**src/rtl/atr_pkg.sv**
```systemverilog
package atr_pkg;

    typedef enum logic [0:0] {
        ATR_IDLE = 1'b0,
        ATR_SEND = 1'b1
    } atr_state_e;

endpackage

```
**src/rtl/atr_sync.sv**
```systemverilog
module atr_sync #(
    parameter int STAGES = 2
) (
    input  logic clk,
    input  logic rst_n,
    input  logic d,
    output logic q
);
    logic [STAGES-1:0] chain_d;
    logic [STAGES-1:0] chain_q;

    generate
        if (STAGES == 1) begin : g_single
            always_comb chain_d = d;
        end else begin : g_chain
            always_comb chain_d = {chain_q[STAGES-2:0], d};
        end
    endgenerate

    always_ff @(posedge clk or negedge rst_n) begin
        if (!rst_n) chain_q <= '0;
        else        chain_q <= chain_d;
    end

    assign q = chain_q[STAGES-1];
endmodule

```
**src/rtl/atr_pulse_det.sv**
```systemverilog
module atr_pulse_det (
    input  logic clk,
    input  logic rst_n,
    input  logic level,
    output logic rise
);
    logic prev_d;
    logic prev_q;

    always_comb prev_d = level;

    always_ff @(posedge clk or negedge rst_n) begin
        if (!rst_n) prev_q <= 1'b0;
        else        prev_q <= prev_d;
    end

    assign rise = level & ~prev_q;
endmodule

```
**src/rtl/atr_bit_sel.sv**
```systemverilog
module atr_bit_sel #(
    parameter int          BYTES  = 4,
    parameter int          BYTE_W = 8,
    parameter logic [BYTES*BYTE_W-1:0] ANSWER = '0,
    localparam int         BIT_W  = $clog2(BYTE_W),
    localparam int         SEL_W  = $clog2(BYTES),
    localparam int         IDX_W  = SEL_W + BIT_W
) (
    input  logic [IDX_W-1:0] idx,
    output logic             bit_o
);
    logic [BYTE_W-1:0] byte_arr [BYTES];
    logic [SEL_W-1:0]  byte_sel;
    logic [BIT_W-1:0]  bit_sel;

    generate
        for (genvar g = 0; g < BYTES; g++) begin : g_byte
            assign byte_arr[g] = ANSWER[g*BYTE_W +: BYTE_W];
        end
    endgenerate

    always_comb begin
        byte_sel = idx[IDX_W-1:BIT_W];
        bit_sel  = idx[BIT_W-1:0];
        bit_o    = byte_arr[byte_sel][bit_sel];
    end
endmodule

```
**src/rtl/atr_ctrl.sv**
```systemverilog
module atr_ctrl
    import atr_pkg::*;
#(
    parameter int  BITS  = 32,
    localparam int IDX_W = $clog2(BITS)
) (
    input  logic             clk,
    input  logic             rst_n,
    input  logic             pulse,
    input  logic             rst_lvl,
    output atr_state_e       state,
    output logic [IDX_W-1:0] idx,
    output logic             clr
);
    localparam logic [IDX_W-1:0] LAST_IDX = IDX_W'(BITS - 1);

    typedef struct packed {
        atr_state_e       state;
        logic [IDX_W-1:0] idx;
        logic             clr;
    } ctrl_t;

    ctrl_t s_d;
    ctrl_t s_q;

    always_comb begin
        s_d     = s_q;
        s_d.clr = 1'b0;
        if (pulse) begin
            if (rst_lvl) begin
                s_d.state = ATR_SEND;
                s_d.idx   = '0;
                s_d.clr   = 1'b1;
            end else if (s_q.state == ATR_SEND) begin
                if (s_q.idx == LAST_IDX) begin
                    s_d.state = ATR_IDLE;
                    s_d.idx   = '0;
                end else begin
                    s_d.idx = s_q.idx + 1'b1;
                end
            end
        end
    end

    always_ff @(posedge clk or negedge rst_n) begin
        if (!rst_n) s_q <= '{state: ATR_IDLE, idx: '0, clr: 1'b0};
        else        s_q <= s_d;
    end

    assign state = s_q.state;
    assign idx   = s_q.idx;
    assign clr   = s_q.clr;
endmodule

```
**src/rtl/atr_shifter.sv**
```systemverilog
module atr_shifter
    import atr_pkg::*;
#(
    parameter int    BYTES       = 4,
    parameter int    BYTE_W      = 8,
    parameter int    SYNC_STAGES = 2,
    parameter logic [BYTES*BYTE_W-1:0] ANSWER = 32'h9A30_7D2C
) (
    input  logic clk,
    input  logic rst_n,
    input  logic ser_clk,
    input  logic card_rst,
    output logic sda_out,
    output logic sda_oe,
    output logic priv_clr,
    output logic cmd_mode
);
    localparam int BITS  = BYTES * BYTE_W;
    localparam int IDX_W = $clog2(BITS);

    logic             sclk_s;
    logic             crst_s;
    logic             pulse;
    atr_state_e       state;
    logic [IDX_W-1:0] idx;
    logic             cur_bit;

    atr_sync #(.STAGES(SYNC_STAGES)) u_sync_clk (
        .clk(clk), .rst_n(rst_n), .d(ser_clk), .q(sclk_s)
    );

    atr_sync #(.STAGES(SYNC_STAGES)) u_sync_rst (
        .clk(clk), .rst_n(rst_n), .d(card_rst), .q(crst_s)
    );

    atr_pulse_det u_edge (
        .clk(clk), .rst_n(rst_n), .level(sclk_s), .rise(pulse)
    );

    atr_ctrl #(.BITS(BITS)) u_ctrl (
        .clk(clk), .rst_n(rst_n), .pulse(pulse), .rst_lvl(crst_s),
        .state(state), .idx(idx), .clr(priv_clr)
    );

    atr_bit_sel #(.BYTES(BYTES), .BYTE_W(BYTE_W), .ANSWER(ANSWER)) u_sel (
        .idx(idx), .bit_o(cur_bit)
    );

    always_comb begin
        sda_oe   = (state == ATR_SEND);
        cmd_mode = (state == ATR_IDLE);
        sda_out  = sda_oe ? cur_bit : 1'b1;
    end
endmodule

```
**config.mk**
```make
export PLATFORM = sky130hd
export DESIGN_NAME = atr_shifter
export DESIGN_NICKNAME = d
export VERILOG_FILES = /design/src/rtl/atr_pkg.sv /design/src/rtl/atr_sync.sv /design/src/rtl/atr_pulse_det.sv /design/src/rtl/atr_bit_sel.sv /design/src/rtl/atr_ctrl.sv /design/src/rtl/atr_shifter.sv
export SDC_FILE = /design/constraint.sdc
export NUM_CORES = 1
export LEC_CHECK = 0
export BUFFER_PORTS_ARGS = -buffer_cell sky130_fd_sc_hd__clkbuf_2
export CAP_MARGIN = 5
export CORE_ASPECT_RATIO = 0.7
export CORE_MARGIN = 2
export CORE_UTILIZATION = 30
export DETAILED_ROUTE_END_ITERATION = 10
export GPL_TIMING_DRIVEN = 0
export PLACE_DENSITY = 0.47
export RECOVER_POWER = 50
export SYNTH_ARGS = -nofsm -noshare
export SYNTH_HDL_FRONTEND = slang
export SYNTH_HIERARCHICAL = 1
export SYNTH_SLANG_ARGS = --single-unit
export TNS_END_PERCENT = 30
```
**constraint.sdc**
```tcl
create_clock -name clk -period 2.6 [get_ports clk]
set_clock_uncertainty 0.1 [all_clocks]
set_input_delay 0.52 -clock clk [delete_from_list [all_inputs] [get_ports clk]]
set_output_delay 0.52 -clock clk [all_outputs]
set_load 0.05 [all_outputs]
```
-- Word level (Yosys, flattened, before mapping)
Cells that the tools add are included.
- output and inout port bits: 4
- register bits: 12
- logic and storage cells: 28
- multiplexer cells: 12
- bitwise gates (word level): 4
- add/subtract/negate cells: 1
- reductions and logical operators: 2
- order comparisons: 2
- eq/ne operators: 1
- operators by type and width (cell ; count):
    binary-select mux 8 bit (select 2 bit) ; 1
    two-way mux 8 bit ; 2
    two-way mux 6 bit ; 2
    adder 5 x 1 -> 5 bit, second input constant ; 1
    equality test 5 bit, second input constant ; 1
    two-way mux 1 bit ; 5
    two-way mux 5 bit ; 1
    less-than comparator 3 x 4 -> 1 bit, second input constant ; 1
    binary-select mux 1 bit (select 3 bit) ; 1
    >= comparator 3 bit, second input constant ; 1
    NOT 2 -> 3 bit ; 1
    NOT 1 bit ; 2
    AND reduction 2 bit ; 1
    nonzero test 2 bit ; 1
    bitwise AND 1 bit ; 1

-- Logic depth before layout (Yosys ltp)
- depth after elaboration: 7
- mapped depth: 6

-- By module
Netlist, hierarchy kept.
- by module, submodules not included (module ; area an instance (µm²) ; instances ; cells each ; seq. area each (µm²)):
    atr_ctrl ; 369.1 ; 1 ; 37 ; 175.2
    atr_sync ; 50.0 ; 2 ; 2 ; 50.0
    atr_bit_sel ; 43.8 ; 1 ; 7 ; 0.0
    atr_pulse_det ; 38.8 ; 1 ; 2 ; 25.0
    atr_shifter ; 10.0 ; 1 ; 2 ; 0.0

-- Worst setup path after synthesis
OpenSTA, ideal clock, no wires.
- path type: register -> register
- start: register u_ctrl.s_q (netlist bit u_ctrl/idx[0])
- end: register u_ctrl.s_q (netlist bit u_ctrl/idx[3])
- required time: 2410 ps
- path buffers: 0
- arrival: 1778 ps
- library setup time: 90 ps
- period minus slack after synthesis: 1968 ps
- path slack: 632 ps
- cell stages (with the launch flop): 7
- path through: dfrtp_1 > ha_1 > and3_1 > ha_1 > nand3b_2 > or4_1 > o221ai_1
- longest elaborated chain between the ends: 4
- elaborated cells between the ends (all ways): 5
- those cells by class: add/sub: 1; eq/ne: 1; mux: 3
- RTL lines (item ; RTL line ; text):
    start, declared ; atr_ctrl.sv:24 ; ctrl_t s_q;
    start signal, assigned ; atr_ctrl.sv:46 ; if (!rst_n) s_q <= '{state: ATR_IDLE, idx: '0, clr: 1'b0};
    adder 5 x 1 -> 5 bit / equality test 5 bit (equally long branches) ; atr_ctrl.sv:39, atr_ctrl.sv:35 ;
    two-way mux 5 bit * ; atr_ctrl.sv:35 ; if (s_q.idx == LAST_IDX) begin
    two-way mux 6 bit * ; atr_ctrl.sv:34 ; end else if (s_q.state == ATR_SEND) begin
    two-way mux 6 bit * ; atr_ctrl.sv:30 ; if (rst_lvl) begin
Every way passes the cells marked *; elsewhere a longest branch is shown, timed or not. The select of a mux whose other input is x is not followed.
A chain may end at the register's enable or synchronous reset.

-- Worst setup path in the final report
- start: register u_ctrl.s_q (netlist bit u_ctrl/idx[0])
- end: output sda_out
- longest elaborated chain between the ends: 3
- RTL lines (item ; RTL line ; text):
    binary-select mux 1 bit (select 3 bit) ; atr_bit_sel.sv:25 ; bit_o = byte_arr[byte_sel][bit_sel];
    two-way mux 1 bit (implied by the code) ; atr_bit_sel.sv:25 ;
    via cur_bit ; atr_shifter.sv:26 ; logic cur_bit;
    two-way mux 1 bit ; atr_shifter.sv:52 ; sda_out = sda_oe ? cur_bit : 1'b1;
    end, declared ; atr_shifter.sv:13 ; output logic sda_out,
The timed path passes the listed nets, and every way through them passes these cells. The select of a mux whose other input is x is not followed.

==> summary by stage <==
Run status
The run finished with clean final reports.

Yosys
Of the total synthesized cell area, the portion taken by AND, OR, NAND and NOR gates is 0.220. During synthesis, Yosys emitted a total of 6 warnings. The complex-gate fraction of the synthesized area is 0.154. In this run, synthesis produced a sequential element count of 12. The number of different library cells in the post-synthesis netlist is 26.

The instance count of the mapped netlist is 52. Of the synthesized area, sequential elements account for 0.535. When the netlist entered floorplanning its net count stood at 58. The mapped netlist covers 562 µm².

The mean instance size in the synthesized netlist is about 11 µm². In the post-synthesis netlist, the biggest area contributors are dfrtp_1 53%, ha_1 4.5%, inv_1 3.3%. The proportion of netlist area held by the largest area contributor is 0.535.

Of the post-synthesis cell area, the part taken by muxes is 0. The cell type with the largest total area after synthesis is dfrtp_1. The combinational family with the most area after synthesis is simple AND/OR/NAND/NOR gates. Of the total synthesized cell area, the portion taken by XOR and XNOR cells is 0. Of the total synthesized cell area, the portion taken by full adders, half adders and majority gates is 0.0445.

Die
From left edge to right edge, the die measures 55.7 µm. In this run the vertical extent of the chip is about 40 µm. The area of the die is around 2200 µm².

The I/O pin total is 8. The initial standard-cell utilization of the core is 0.311. The total core area is 1810 µm². The placement row count is 13.

STA
Setup violations remaining at the end of the flow were counted as 0. The actual slew at the worst max-slew pin is between 0.6 and 0.7 ns. The period utilization is 0.843. The post-route setup TNS is 0 ns. The hold violation total from the final report is 0. Setup slack closes at 0.408 ns. The worst pin sits at a relative slew slack of 0.598.

The max-slew violation total from the final report was 0. Counting I/O delays and the setup requirement, the final critical path takes 2.19 ns. Setup repair after global routing left no endpoint under its margin. The fmax is between 400 and 500 MHz.

Detailed routing
Using the TritonRoute via totals, the vias-per-cell ratio works out to ~4.8. The iteration count of the initial detailed-routing pass is 4. The final layout contains routed wiring with a total length of 955 µm. The number of design rule violations left after detail routing is 0.

Once detail routing completed, the nets flagged for antenna violations numbered 0. The vias after detailed routing is approximately 410. After detailed routing, the average wire length per cell comes to ~11 µm.

In this run, the number of DRC markers left after iteration 0 of detailed routing was 14.

Finish
Of the cells placed in the final design, the portion with a size suffix greater than 1 is 0.238. After filler insertion, the fill cell instance count of the layout stands at roughly 180. The final layout net count is 70.

Leaving out fill and tap cells, the most frequent cells in the layout are 12 x dfrtp_1, 6 x clkbuf_2, 5 x inv_1, 4 x nand2_1. The area growth from synthesis to final layout is 17.4%. The count of antenna diodes in the layout is 0.

The leading cell type in the layout, fill and taps excluded is dfrtp_1.

Pwr
Dividing total power by cell area gives a power density of a little under 800 nW/µm². The reported leakage power is around 0.32 nW. The fraction of power spent switching nets is 0.331. For this design the total switching power over the nets is 172 µW. Of the total power, registers draw 0.483. VDD sags by at most around 0.39 mV. The share of total power dissipated in combinational logic is 0.246.

Cell internal power was estimated by the tool at about 350 µW. The fraction of power consumed by the clock network is 0.271.

Placed design
The half-perimeter wire length of the detailed placement result is roughly 670 µm. The number of input and output port buffers inserted is 7. The setup slack after placement is between 0.5 and 0.6 ns. The routability-driven placement congestion ratio is 0.721.

GRT
The number of global-route vias before repair was 368. After global routing the overflow that remains totals 0. The initial antenna violation count is 0. Across every metal layer, demand over resource in global routing totals 0.110.

The wire length of the first global-routing pass is between 1.5 and 2 mm. The largest net degree at the start of global routing is 13.

Setup path
The worst setup path is launched from a flip-flop. Tracing the worst setup path back leads to its startpoint at u_ctrl/idx[0]. The reg-to-reg setup timing slack is 0.49 ns.

The data required time of the worst path is between 1.5 and 2 ns. The worst setup path is captured at a primary output. Along the worst path, the maximum fanout reaches 8. The arrival time reported for the critical path endpoint is around 1.6 ns.

By startpoint and endpoint, the worst setup path is classified as reg2out. The launch instance of the worst register-to-register path is u_ctrl/idx[0].

Clock tree
At the later pin of the worst-skew pair, clock insertion delay measures around 0.26 ns. In this run the deepest clock path goes through 2 buffers. Clock tree synthesis inserted a total of 3 buffers. The quantity of gates resized following cts is 0.

In this run the number of H-tree levels came out at 1. TritonCTS built the clock tree. The count of buffers added by post-CTS timing repair for setup is 0. The count of hold-fix buffers inserted at cts is 0. The clock root buffer is clkbuf_4.

The clock transition at the register clock pins on the worst setup and hold paths after CTS is around 0.07 ns. The clock net in this run drives a total of 12 sinks.

Hold path
The tightest min-delay check is of the in2async type.

Run
Max-cap violations in this run came to 0.
-- final cells by class --
class,count,area [µm²],share of cell area
repair buffers,7,33.8,0.0512
inverters,5,18.8,0.0285
plain buffers,1,7.51,0.0114
flip-flops and latches,12,300,0.455
well taps,22,27.5,0.0417
multi-input cells,34,235,0.357
clock buffers,4,36.3,0.0550
-- state kept, by name, summed over array words and instances (netlist names) --
register,count
u_ctrl/clr,1
u_ctrl/idx,5
u_ctrl/state,1
u_edge/prev_q,1
u_sync_clk/chain_q,2
u_sync_rst/chain_q,2
-- cell families after synthesis --
logic type	count (synthesis)
adder cells (fa/ha/maj)	2
AND/OR/NAND/NOR	19
buffers and inverters	6
AO/OA/AOI/OAI	13
flip-flops	12
-- through the flow --
stage	area [µm²]	hold slack [ns]	instances	util	total power [mW]
finish	659	0.131	85	0.365	0.519
global route	659	0.173	85	0.365	0.564
CTS	661	0.0249	85	0.366	0.526
detailed placement	624	0.236	81	0.346	0.381
global placement	624	0.233	81	0.346	0.382
floorplan	562	0.124	52	-	0.347
-- synth_stat cells --
cell       count
a21o_2         1
o31ai_1        1
nor2b_4        1
o21ai_0        3
and3_2         1
nand3_1        1
nand4b_1       1
ha_1           2
o311ai_1       1
nand4_1        1
nor3b_1        1
nand2b_1       3
dfrtp_1       12
nor2_1         1
nand2_1        4
a2bb2oi_1      1
inv_1          5
o22ai_1        2
a31oi_1        1
nand3b_2       1
and2_1         1
and3_1         2
or4_1          1
buf_4          1
a21oi_1        2
o221ai_1       1
-- worst max-delay path, stage by stage (launching register included) --
cell      delay, ns
dfrtp_1        0.46
and3_1         0.22
o311ai_1       0.22
nand2b_1       0.13
clkbuf_2       0.28
-- final timing paths --
kind                                         end  cells after the start
setup / recovery                         sda_out                      4
min in group clk           u_sync_rst/chain_q[1]                      0
hold reg to reg            u_sync_rst/chain_q[1]                      0
hold / removal                     u_ctrl/idx[4]                      1
max in group asynchronous  u_sync_clk/chain_q[1]                      1
setup reg to reg                   u_ctrl/idx[3]                      6
-- power groups by stage --
stage | sequential, mW | clock, mW | combinational [mW]
2_1_floorplan | 0.245 | 0 | 0.102
3_3_place_gp | 0.254 | 0 | 0.128
3_5_place_dp | 0.253 | 0 | 0.128
4_1_cts | 0.249 | 0.149 | 0.128
5_1_grt | 0.257 | 0.160 | 0.147
6_report | 0.251 | 0.141 | 0.127
-- routing by layer --
layer / GRT usage / share of wire / up-vias
li1: - / - / 210
met1: 0.147 / 0.56 / 191
met4: 0.0366 / 0 / 0
met5: 0 / 0 / -
met2: 0.149 / 0.39 / 5
met3: 0.0613 / 0.041 / 0
Power figures use the tool's default switching activity.
